[src/rtl/mbd_pkg.sv]
package mbd_pkg;
  localparam int ADDR_W = 16;
  localparam int MODE_W = 5;
  localparam int VADDR_W = 14;
  localparam int SEL_W = 13;
  localparam int PAGE_W = ADDR_W - 8;

  localparam int S_RAM = 0, S_INTERP = 1, S_SYSROM = 2, S_CHAR = 3, S_CLO = 4, S_CHI = 5;
  localparam int S_VID = 6, S_SND = 7, S_COLOR = 8, S_IO0 = 9, S_IO1 = 10, S_EXP0 = 11, S_EXP1 = 12;

  typedef enum logic [3:0] {
    T_NONE, T_RAM, T_INTERP, T_SYSROM, T_CHAR, T_CLO, T_CHI, T_IO
  } tgt_e;

  // one target per switchable region
  typedef struct packed {
    tgt_e r1;  // 0x1000-0x7fff
    tgt_e r8;  // 0x8000-0x9fff
    tgt_e ra;  // 0xa000-0xbfff
    tgt_e rc;  // 0xc000-0xcfff
    tgt_e rd;  // 0xd000-0xdfff
    tgt_e re;  // 0xe000-0xffff
  } region_map_t;

  localparam region_map_t RESET_MAP = '{r1: T_RAM, r8: T_RAM, ra: T_INTERP,
                                        rc: T_RAM, rd: T_IO, re: T_SYSROM};
endpackage

[src/rtl/mbd_map_table.sv]
module mbd_map_table
  import mbd_pkg::*;
(
  input  logic [MODE_W-1:0] mode_i,
  output region_map_t       map_o,
  output logic              cart_only_o
);
  logic c, h, l, g, e;
  tgt_e d_sel;

  assign {c, h, l, g, e} = mode_i;
  assign cart_only_o = !g && e;
  assign d_sel = c ? T_IO : T_CHAR;

  // priority order matters: several patterns overlap
  always_comb begin
    map_o = '{r1: T_RAM, r8: T_RAM, ra: T_RAM, rc: T_RAM, rd: T_RAM, re: T_RAM};
    if (!g && e) begin
      map_o = '{r1: T_NONE, r8: T_CLO, ra: T_NONE, rc: T_NONE, rd: T_IO, re: T_CHI};
    end else if (h && l && g && e) begin
      map_o.ra = T_INTERP;
      map_o.rd = d_sel;
      map_o.re = T_SYSROM;
    end else if (!h && l && g) begin
      map_o.rd = d_sel;
    end else if (!h && l && !g && !e) begin
      map_o.rd = c ? T_IO : T_RAM;
    end else if (!h && !l && g) begin
      map_o.rd = T_RAM;
    end else if (h && !l && g) begin
      map_o.rd = d_sel;
      map_o.re = T_SYSROM;
    end else if (!h && !l && !e) begin
      map_o.rd = d_sel;
      map_o.re = T_SYSROM;
    end else if (h && l && g && !e) begin
      map_o.r8 = T_CLO;
      map_o.ra = T_INTERP;
      map_o.rd = d_sel;
      map_o.re = T_SYSROM;
    end else if (h && !l && !g && !e) begin
      map_o.ra = T_CHI;
      map_o.rd = d_sel;
      map_o.re = T_SYSROM;
    end else if (h && l && !g && !e) begin
      map_o.r8 = T_CLO;
      map_o.ra = T_CHI;
      map_o.rd = d_sel;
      map_o.re = T_SYSROM;
    end
  end
endmodule

[src/rtl/mbd_map_reg.sv]
module mbd_map_reg
  import mbd_pkg::*;
(
  input  logic        clk_i,
  input  logic        rst_ni,
  input  region_map_t map_d_i,
  input  logic        cart_d_i,
  output region_map_t map_q_o,
  output logic        cart_q_o
);
  always_ff @(posedge clk_i or negedge rst_ni) begin
    if (!rst_ni) begin
      map_q_o  <= RESET_MAP;
      cart_q_o <= 1'b0;
    end else if (!cart_q_o) begin  // frozen once cartridge-only
      map_q_o  <= map_d_i;
      cart_q_o <= cart_d_i;
    end
  end
endmodule

[src/rtl/mbd_cpu_decode.sv]
module mbd_cpu_decode
  import mbd_pkg::*;
(
  input  logic [PAGE_W-1:0] page_i,
  input  region_map_t       map_i,
  output logic [SEL_W-1:0]  sel_o
);
  tgt_e t;

  always_comb begin
    case (page_i[7:4])
      4'h0:                          t = T_RAM;
      4'h8, 4'h9:                    t = map_i.r8;
      4'ha, 4'hb:                    t = map_i.ra;
      4'hc:                          t = map_i.rc;
      4'hd:                          t = map_i.rd;
      4'he, 4'hf:                    t = map_i.re;
      default:                       t = map_i.r1;
    endcase
    sel_o = '0;
    case (t)
      T_RAM:    sel_o[S_RAM]    = 1'b1;
      T_INTERP: sel_o[S_INTERP] = 1'b1;
      T_SYSROM: sel_o[S_SYSROM] = 1'b1;
      T_CHAR:   sel_o[S_CHAR]   = 1'b1;
      T_CLO:    sel_o[S_CLO]    = 1'b1;
      T_CHI:    sel_o[S_CHI]    = 1'b1;
      T_IO: begin
        case (page_i[3:0])
          4'h0, 4'h1, 4'h2, 4'h3: sel_o[S_VID]   = 1'b1;
          4'h4, 4'h5, 4'h6, 4'h7: sel_o[S_SND]   = 1'b1;
          4'h8, 4'h9, 4'ha, 4'hb: sel_o[S_COLOR] = 1'b1;
          4'hc:                   sel_o[S_IO0]   = 1'b1;
          4'hd:                   sel_o[S_IO1]   = 1'b1;
          4'he:                   sel_o[S_EXP0]  = 1'b1;
          default:                sel_o[S_EXP1]  = 1'b1;
        endcase
      end
      default: ;
    endcase
  end
endmodule

[src/rtl/mbd_vid_remap.sv]
module mbd_vid_remap
  import mbd_pkg::*;
(
  input  logic [VADDR_W-1:0] vid_addr_i,
  input  logic [1:0]         vid_bank_i,
  input  logic               cart_only_i,
  output logic [ADDR_W-1:0]  vid_addr_o,
  output logic               vid_ram_o,
  output logic               vid_char_o,
  output logic               vid_zero_o
);
  logic top_nib;
  logic char_win;

  assign top_nib  = vid_addr_i[13:12] == 2'b11;
  assign char_win = vid_addr_i[13:12] == 2'b01;

  always_comb begin
    vid_ram_o  = 1'b0;
    vid_char_o = 1'b0;
    vid_zero_o = 1'b0;
    vid_addr_o = {2'b00, vid_addr_i};
    if (cart_only_i) begin
      if (top_nib) vid_zero_o = 1'b1;
      else         vid_ram_o  = 1'b1;
    end else if (char_win) begin
      vid_char_o = 1'b1;
    end else begin
      vid_ram_o  = 1'b1;
      vid_addr_o = {~vid_bank_i, vid_addr_i};
    end
  end
endmodule

[src/rtl/mem_bank_decoder.sv]
module mem_bank_decoder
  import mbd_pkg::*;
#(
  parameter int DATA_W = 8
) (
  input  logic                clk_i,
  input  logic                rst_ni,
  input  logic [MODE_W-1:0]   mode_i,
  input  logic [ADDR_W-1:0]   cpu_addr_i,
  input  logic                cpu_rd_i,
  input  logic [DATA_W-1:0]   rd_data_i,
  input  logic                input_clr_i,
  input  logic [VADDR_W-1:0]  vid_addr_i,
  input  logic [1:0]          vid_bank_i,
  output logic [SEL_W-1:0]    tgt_sel_o,
  output logic [DATA_W-1:0]   rd_data_o,
  output logic [DATA_W-1:0]   bus_latch_o,
  output logic                cart_only_o,
  output logic                input_read_o,
  output logic [ADDR_W-1:0]   vid_addr_o,
  output logic                vid_ram_o,
  output logic                vid_char_o,
  output logic                vid_zero_o
);
  region_map_t map_d, map_q;
  logic        cart_d;
  logic        port_hit;

  mbd_map_table i_table (
    .mode_i      (mode_i),
    .map_o       (map_d),
    .cart_only_o (cart_d)
  );

  mbd_map_reg i_map_reg (
    .clk_i    (clk_i),
    .rst_ni   (rst_ni),
    .map_d_i  (map_d),
    .cart_d_i (cart_d),
    .map_q_o  (map_q),
    .cart_q_o (cart_only_o)
  );

  mbd_cpu_decode i_decode (
    .page_i (cpu_addr_i[ADDR_W-1:8]),
    .map_i  (map_q),
    .sel_o  (tgt_sel_o)
  );

  mbd_vid_remap i_vid (
    .vid_addr_i  (vid_addr_i),
    .vid_bank_i  (vid_bank_i),
    .cart_only_i (cart_only_o),
    .vid_addr_o  (vid_addr_o),
    .vid_ram_o   (vid_ram_o),
    .vid_char_o  (vid_char_o),
    .vid_zero_o  (vid_zero_o)
  );

  assign rd_data_o = (tgt_sel_o == '0) ? '1 : rd_data_i;
  // first two registers of I/O chip 0 hold the input ports
  assign port_hit = tgt_sel_o[S_IO0] && (cpu_addr_i[7:0] == 8'h00 || cpu_addr_i[7:0] == 8'h01);

  always_ff @(posedge clk_i or negedge rst_ni) begin
    if (!rst_ni) begin
      bus_latch_o  <= '1;
      input_read_o <= 1'b0;
    end else begin
      if (cpu_rd_i) bus_latch_o <= rd_data_o;
      if (input_clr_i)                input_read_o <= 1'b0;
      else if (cpu_rd_i && port_hit)  input_read_o <= 1'b1;
    end
  end
endmodule

[config.mk]
export PLATFORM = sky130hd
export DESIGN_NAME = mem_bank_decoder
export DESIGN_NICKNAME = d
export VERILOG_FILES = /design/src/rtl/mbd_pkg.sv /design/src/rtl/mbd_map_table.sv /design/src/rtl/mbd_map_reg.sv /design/src/rtl/mbd_cpu_decode.sv /design/src/rtl/mbd_vid_remap.sv /design/src/rtl/mem_bank_decoder.sv
export SDC_FILE = /design/constraint.sdc
export NUM_CORES = 1
export LEC_CHECK = 0
export ABC_AREA = 1
export ABC_CLOCK_PERIOD_IN_PS = 4360
export BUFFER_PORTS_ARGS = -buffer_cell sky130_fd_sc_hd__buf_2
export CAP_MARGIN = 15
export CORE_ASPECT_RATIO = 1.4
export CORE_MARGIN = 2
export CORE_UTILIZATION = 40
export DETAILED_ROUTE_END_ITERATION = 10
export HOLD_SLACK_MARGIN = 0.02
export PLACE_DENSITY_LB_ADDON = 0.08
export SLEW_MARGIN = 40
export SYNTH_ARGS = -nofsm -noshare
export SYNTH_HDL_FRONTEND = slang
export SYNTH_HIERARCHICAL = 1
export SYNTH_SLANG_ARGS = --single-unit
[constraint.sdc]
create_clock -name clk_i -period 4.36 [get_ports clk_i]
set_input_delay 0.436 -clock clk_i [delete_from_list [all_inputs] [get_ports clk_i]]
set_output_delay 0.436 -clock clk_i [all_outputs]
set_load 0.05 [all_outputs]
==> results of run 1 <==
-- cells in the mapped netlist, drive strengths merged --
master / number / area (sq um)
clkinv: 1 / 3.75
nand2b: 1 / 6.26
nor2: 43 / 230
inv: 32 / 133
nand4: 3 / 18.8
dfrtp: 17 / 425
nand2: 155 / 649
buf: 36 / 293
nor3: 1 / 5.00
nand3: 21 / 115
dfstp: 17 / 447
or2: 7 / 43.8
conb: 2 / 7.51
a31oi: 1 / 6.26
o21ai: 3 / 15.0
a21oi: 1 / 5.00
-- state kept, by name, summed over array words and instances (netlist names) --
name,count
i_map_reg/cart_q_o,1
input_read_o,1
bus_latch_o,8
i_map_reg/map_q_o,24
-- placed cells by master, fill, tap and decap left out, types with 5 or more instances in the layout --
cell type and count:
clkbuf_8 5, dfstp_2 17, nand2_1 136, dfrtp_1 16
conb_1 12, nand2_2 15, nor2_1 29, buf_2 73
nor2_2 9, inv_1 22, nand3_1 19, inv_2 7
-- final cells by class --
cell class                 instances  area [sq um]  area share
multi-input combinational        248          1140       0.412
sequential                        34           873       0.316
timing repair buffer              74           393       0.142
inverter                          33           136      0.0493
tap                               70          87.6      0.0316
clock buffer                       5          68.8      0.0249
clock inverter                     3          68.8      0.0249
-- kinds of logic (layout without fill, tap and decap cells) --
kind of cell,count (synthesis),count (layout),share of synthesized area
buf+inv,69,115,0.179
simple gates,231,231,0.445
other cells,2,12,0.00312
flops,34,34,0.363
compound gates,5,5,0.0109
-- metrics by stage --
stage | instances | util | setup slack (ns) | hold WS [ns] | power [mW]
4_1_cts | 466 | 0.471 | 1.55 | 0.231 | 1.26
5_1_grt | 467 | 0.475 | 1.31 | 0.0400 | 1.33
3_3_place_gp | 458 | 0.447 | 1.56 | 0.456 | 0.903
6_report | 467 | 0.475 | 1.57 | 0.0312 | 1.25
2_1_floorplan | 351 | - | 1.38 | 0.140 | 0.841
3_5_place_dp | 458 | 0.447 | 1.55 | 0.455 | 0.907
-- worst paths after layout --
kind                                            start                   end  slack (ns)  depth (start not counted)
worst max register to register  i_map_reg/map_q_o[16]        bus_latch_o[0]        2.55                         15
worst min-delay path                           rst_ni  i_map_reg/map_q_o[3]        0.03                          1
worst max-delay path                   cpu_addr_i[13]          rd_data_o[1]        1.57                         14
worst min register to register   i_map_reg/map_q_o[6]  i_map_reg/map_q_o[6]        0.47                          2
min in group clk_i                        input_clr_i          input_read_o        0.29                          2
max in group asynchronous                      rst_ni  i_map_reg/map_q_o[8]        3.83                          2
-- power by group --
| group | switching [mW] | internal (mW) |
|---|---|---|
| registers | 0.0407 | 0.418 |
| clock network | 0.119 | 0.229 |
| logic | 0.322 | 0.118 |
-- per-layer routing --
metal	track usage	part of all wire	vias to the layer above	wire, microns
met3	0.0408	0.067	10	320
met1	0.176	0.40	897	1920
li1	-	-	1093	-
met4	0.0719	0.026	0	125
met5	0	0	-	0
met2	0.285	0.50	69	2400
-- critical path, delay by kind of cell --
kind	cells	cell delay, ns
AND/OR/NAND/NOR	11	1.31
buffers and inverters	3	0.60
==> run_results.csv, run 1 <==
group,metric,value,unit
timing,slew_headroom,0.605,
timing,post-route-min-period,2.79,ns
worst_setup_path,critical_path_class,"primary input to output pin",
routing,ant_nets,0,
die,start_util,0.413,
min_path,hold_path_class,"primary input to asynchronous set/reset pin",
die,fp-row-count,33,
grt,grt_max_degree,35,
grt,grt_usage,0.158,
timing,tightest_slew,0.592,ns
timing,max_freq,0.358,GHz
worst_setup_path,slowest_stage,"buf_2",
timing,maxSlewViolCount,0,
worst_setup_path,worstPathArrival,2.36,ns
synthesis,synth_area,2400,sq um
clock_tree,post_cts_buffers,0,
grt,grt_pass1_vias,1959,
routing,via_per_inst,4.43,
worst_setup_path,cpPeakStageDelay,0.26,ns
worst_setup_path,critPathCaptureType,"output pin",
worst_setup_path,critical_path.startpoint_type,"primary input",
clock_tree,cts_root_buf,"clkbuf_8",
grt,grt_overflow_total,0,
synthesis,ys_ff_latch,34,
pwr,power.leakage,1.59,nW
worst_setup_path,cp_max_fo,8,
job,max-cap-violations,0,
synthesis,avgSynthCellArea,7.05,sq um
synthesis,ys_warn_count,6,
placed_design,place_area,2600,sq um
cells_and_area,fin_nets,445,
clock_tree,htreeDepth,2,
cells_and_area,fillers,605,
worst_setup_path,crit_path_cell_trace,"buf_2 > inv_4 > nor2_2 > nand2_1 > nand2_1 > nor2_1 > nand3_1 > nand2b_1 > nor2_1 > or2_0 > nor2_1 > nand2_2 > nand2_1 > buf_2",
synthesis,ys_types,30,
clock_tree,clock_latency,0.29,ns
die,die-area,6650,sq um
die,core,5820,sq um
timing,finalCritPeriodShare,0.640,
cells_and_area,drive_gt1_frac,0.370,
grt,antenna_found_initial,0,
cells_and_area,antenna_cells,0,
die,die_h,95.7,microns
clock_tree,cts_buffer_depth,2,
clock_tree,cts.repair.resized,0,
grt,grt_pass1_wl,8.49,mm
pwr,vdd_ir_drop_max,153,uV
routing,routed_wl,4.77,mm
synthesis,seq_area_frac_synth,0.363,
routing,firstDrtPassIters,4,
worst_setup_path,worstPathRequired,3.92,ns
timing,finalHoldViolCount,0,
clock_tree,cts_tree,"built",
cells_and_area,area_delta_synth_final,15.1,%
placed_design,port_buffers,73,
timing,finalSetupTns,0,ns
clock_tree,path_clk_slew,0.07,ns
routing,detail_route.wl_per_cell,10.2,microns
cells_and_area,final_area,2770,sq um
die,dieWidth,69.5,microns
pwr,pwr_density_cell,451,nW/um^2
timing,fin_worst_skew,0.00510,ns
outcome,status,"finished, final reports clean",
placed_design,gp_congestion,0.835,
routing,vias,2069,
timing,setup_viol,0,
clock_tree,hold_buffers,0,
routing,drtIter0Drc,23,
die,io_pins,99,
routing,drc,0,
clock_tree,cts_made_buffers,5,
clock_tree,cts_sinks,34,
placed_design,hpwl,3.74,mm
synthesis,netlist_instances,341,
timing,rsz0062_at_grt,"false",
Power figures use the tool's default switching activity.
==> run 2: changes to the inputs <==
- ABC_CLOCK_PERIOD_IN_PS: 4360 -> 2400
- clock period: 4.36 -> 2.4 ns (I/O delays scaled with it)
==> run 2 against run 1 <==
Register-to-register slack lost 2.2 ns. Cell area grew 12%. Cell count grew 3.2%. Highest routed layer unchanged.
==> run_results.csv, run 2 (synthesis gave the netlist of run 1 again) <==
group,metric,value,unit
timing,hold_ws,0.0930,ns
timing,timing.final.ws_setup,0.00136,ns
die,die-area,6650,sq um
outcome,status,"finished, final reports clean",
grt,grt_pass1_vias,2040,
clock_tree,path_clk_slew,0.08,ns
timing,post-route-min-period,2.40,ns
worst_setup_path,slowest_stage,"dfstp_2",
pwr,power.leakage,1.71,nW
worst_setup_path,critPathCaptureType,"output pin",
routing,via_per_inst,4.42,
clock_tree,post_cts_buffers,0,
grt,grt_overflow_total,0,
routing,detail_route.wl_per_cell,10.7,microns
worst_setup_path,worstPathRequired,2.16,ns
placed_design,placedCellCount,473,
timing,finalCritPeriodShare,0.999,
pwr,clockPowerShare,0.257,
worst_setup_path,cpPeakStageDelay,0.55,ns
worst_setup_path,critical_path.startpoint_type,"flip-flop",
cells_and_area,fin_nets,460,
min_path,min_path_cells,2,
die,fp-row-count,33,
worst_setup_path,cpMostUsedCell,"nand2_2",
job,max-cap-violations,0,
pwr,p_sw_frac,0.391,
clock_tree,cts_buffer_depth,2,
cells_and_area,area_delta_synth_final,28.9,%
cells_and_area,top_register,"i_map_reg/map_q_o",
die,io_pins,99,
clock_tree,clock_latency,0.29,ns
clock_tree,htreeDepth,2,
cells_and_area,final_cells,482,
routing,drc,0,
placed_design,port_buffers,73,
worst_setup_path,crit_family,"simple AND/OR/NAND/NOR gates",
die,start_util,0.413,
placed_design,gp_congestion,0.814,
worst_setup_path,critical_path_class,"flip-flop to output pin",
grt,grt_usage,0.167,
cells_and_area,antenna_cells,0,
routing,ant_nets,0,
cells_and_area,final_common_cell,"nand2_1",
routing,vias,2129,
clock_tree,cts_tree,"built",
timing,rsz0062_at_grt,"true",
grt,antenna_found_initial,0,
timing,maxSlewViolCount,0,
worst_setup_path,crit_path_cell_trace,"nand3_2 > nand2_2 > clkinv_2 > nand2_2 > nand2_4 > nor2_4 > buf_6 > inv_4 > nor2_4 > nor2_1 > nand2_1 > nor2_2 > nand2_4 > nand2_2 > buf_6",
worst_setup_path,worstPathArrival,2.16,ns
timing,max_freq,0.417,GHz
pwr,power_frac_seq,0.337,
cells_and_area,final_cell_mix,"nand2_1, buf_2, inv_1, nand2_2",
worst_setup_path,cp_max_fo,8,
cells_and_area,largest_reg_flops,24,
routing,firstDrtPassIters,4,
pwr,vdd_ir_drop_max,353,uV
cells_and_area,final_util,0.532,
placed_design,hpwl,3.82,mm
min_path,hold_path_class,"primary input to flip-flop",
clock_tree,cts_made_buffers,5,
pwr,comb_power_share,0.406,
timing,setup_viol,0,
routing,routed_wl,5.14,mm
die,core,5820,sq um
placed_design,place_ws,-0.0257,ns
grt,grt_pass1_wl,8.84,mm
die,die_h,95.7,microns
clock_tree,cts_root_buf,"clkbuf_8",
timing,finalHoldViolCount,0,
die,dieWidth,69.5,microns
grt,grt_max_degree,35,
worst_setup_path,reg2reg_depth,17,
worst_setup_path,path_buf_inv,4,
cells_and_area,fillers,599,
timing,fin_worst_skew,0.00450,ns
cells_and_area,reg.largest.list,"i_map_reg/map_q_o: 24 flops, bus_latch_o: 8 flops",
pwr,internal_power,1.52,mW
worst_setup_path,crit_cells,15,
pwr,pwr_density_cell,807,nW/um^2
clock_tree,cts_sinks,34,
cells_and_area,drive_gt1_frac,0.461,
routing,drtIter0Drc,36,
timing,finalSetupTns,0,ns
pwr,power.switching,976,uW
-- run 2: worst register-to-register path: stages (launching register included) --
cell	delay, ns
dfstp_2	0.55
nand3_2	0.08
nand2_2	0.07
clkinv_2	0.05
nand2_2	0.07
nand2_4	0.07
nor2_4	0.17
buf_6	0.13
inv_4	0.04
nor2_4	0.09
nor2_1	0.04
nand2_1	0.06
nor2_2	0.05
nand2_4	0.14
nand2_2	0.09
buf_4	0.13
nand2_1	0.05
nand2_1	0.05
-- run 2: worst paths after layout --
check,from,end,slack (ns)
max,i_map_reg/map_q_o[6],rd_data_o[3],0.001
min,input_clr_i,input_read_o,0.09
max reg2reg,i_map_reg/map_q_o[6],bus_latch_o[3],0.39
min reg2reg,bus_latch_o[5],bus_latch_o[5],0.47
max in group asynchronous,rst_ni,i_map_reg/map_q_o[8],1.62
min in group asynchronous,rst_ni,i_map_reg/map_q_o[21],0.43
-- run 2: layout make-up --
class,count,area (sq um),share of cell area
clock inverter,3,68.8,0.0222
timing repair buffer,89,552,0.178
inverter,33,140,0.0452
multi-input combinational,248,1310,0.422
tap,70,87.6,0.0283
clock buffer,5,68.8,0.0222
sequential,34,872,0.282
-- run 2: timing repair --
action / 4_1_cts / 5_1_grt
hold buffers: 0 / 1
gates cloned: 0 / 0
endpoints found under the setup margin: 8 / 8
pin swaps: 7 / 6
endpoints found under the hold margin: 0 / 17
gates resized for setup: 40 / 10
-- run 2: through the flow --
step	power (mW)	area, sq um
2_1_floorplan	1.55	2500
3_3_place_gp	1.72	2770
3_5_place_dp	1.73	2770
4_1_cts	2.51	3050
5_1_grt	2.64	3100
6_report	2.50	3100
-- run 2: power by group through the flow --
stage | Sequential [mW] | Clock (mW) | Combinational, mW
floorplan | 0.931 | 0 | 0.618
global route | 0.860 | 0.675 | 1.11
finish | 0.841 | 0.643 | 1.02
global placement | 0.842 | 0 | 0.875
detailed placement | 0.844 | 0 | 0.883
CTS | 0.839 | 0.660 | 1.01
-- run 2: routing by layer --
| metal | vias to the layer above | share of wire | wire [microns] | track usage |
|---|---|---|---|---|
| met5 | - | 0 | 0 | 0 |
| met4 | 0 | 0.016 | 80 | 0.0654 |
| met3 | 7 | 0.059 | 306 | 0.0366 |
| met2 | 61 | 0.51 | 2630 | 0.315 |
| met1 | 934 | 0.41 | 2130 | 0.182 |
| li1 | 1127 | - | - | - |
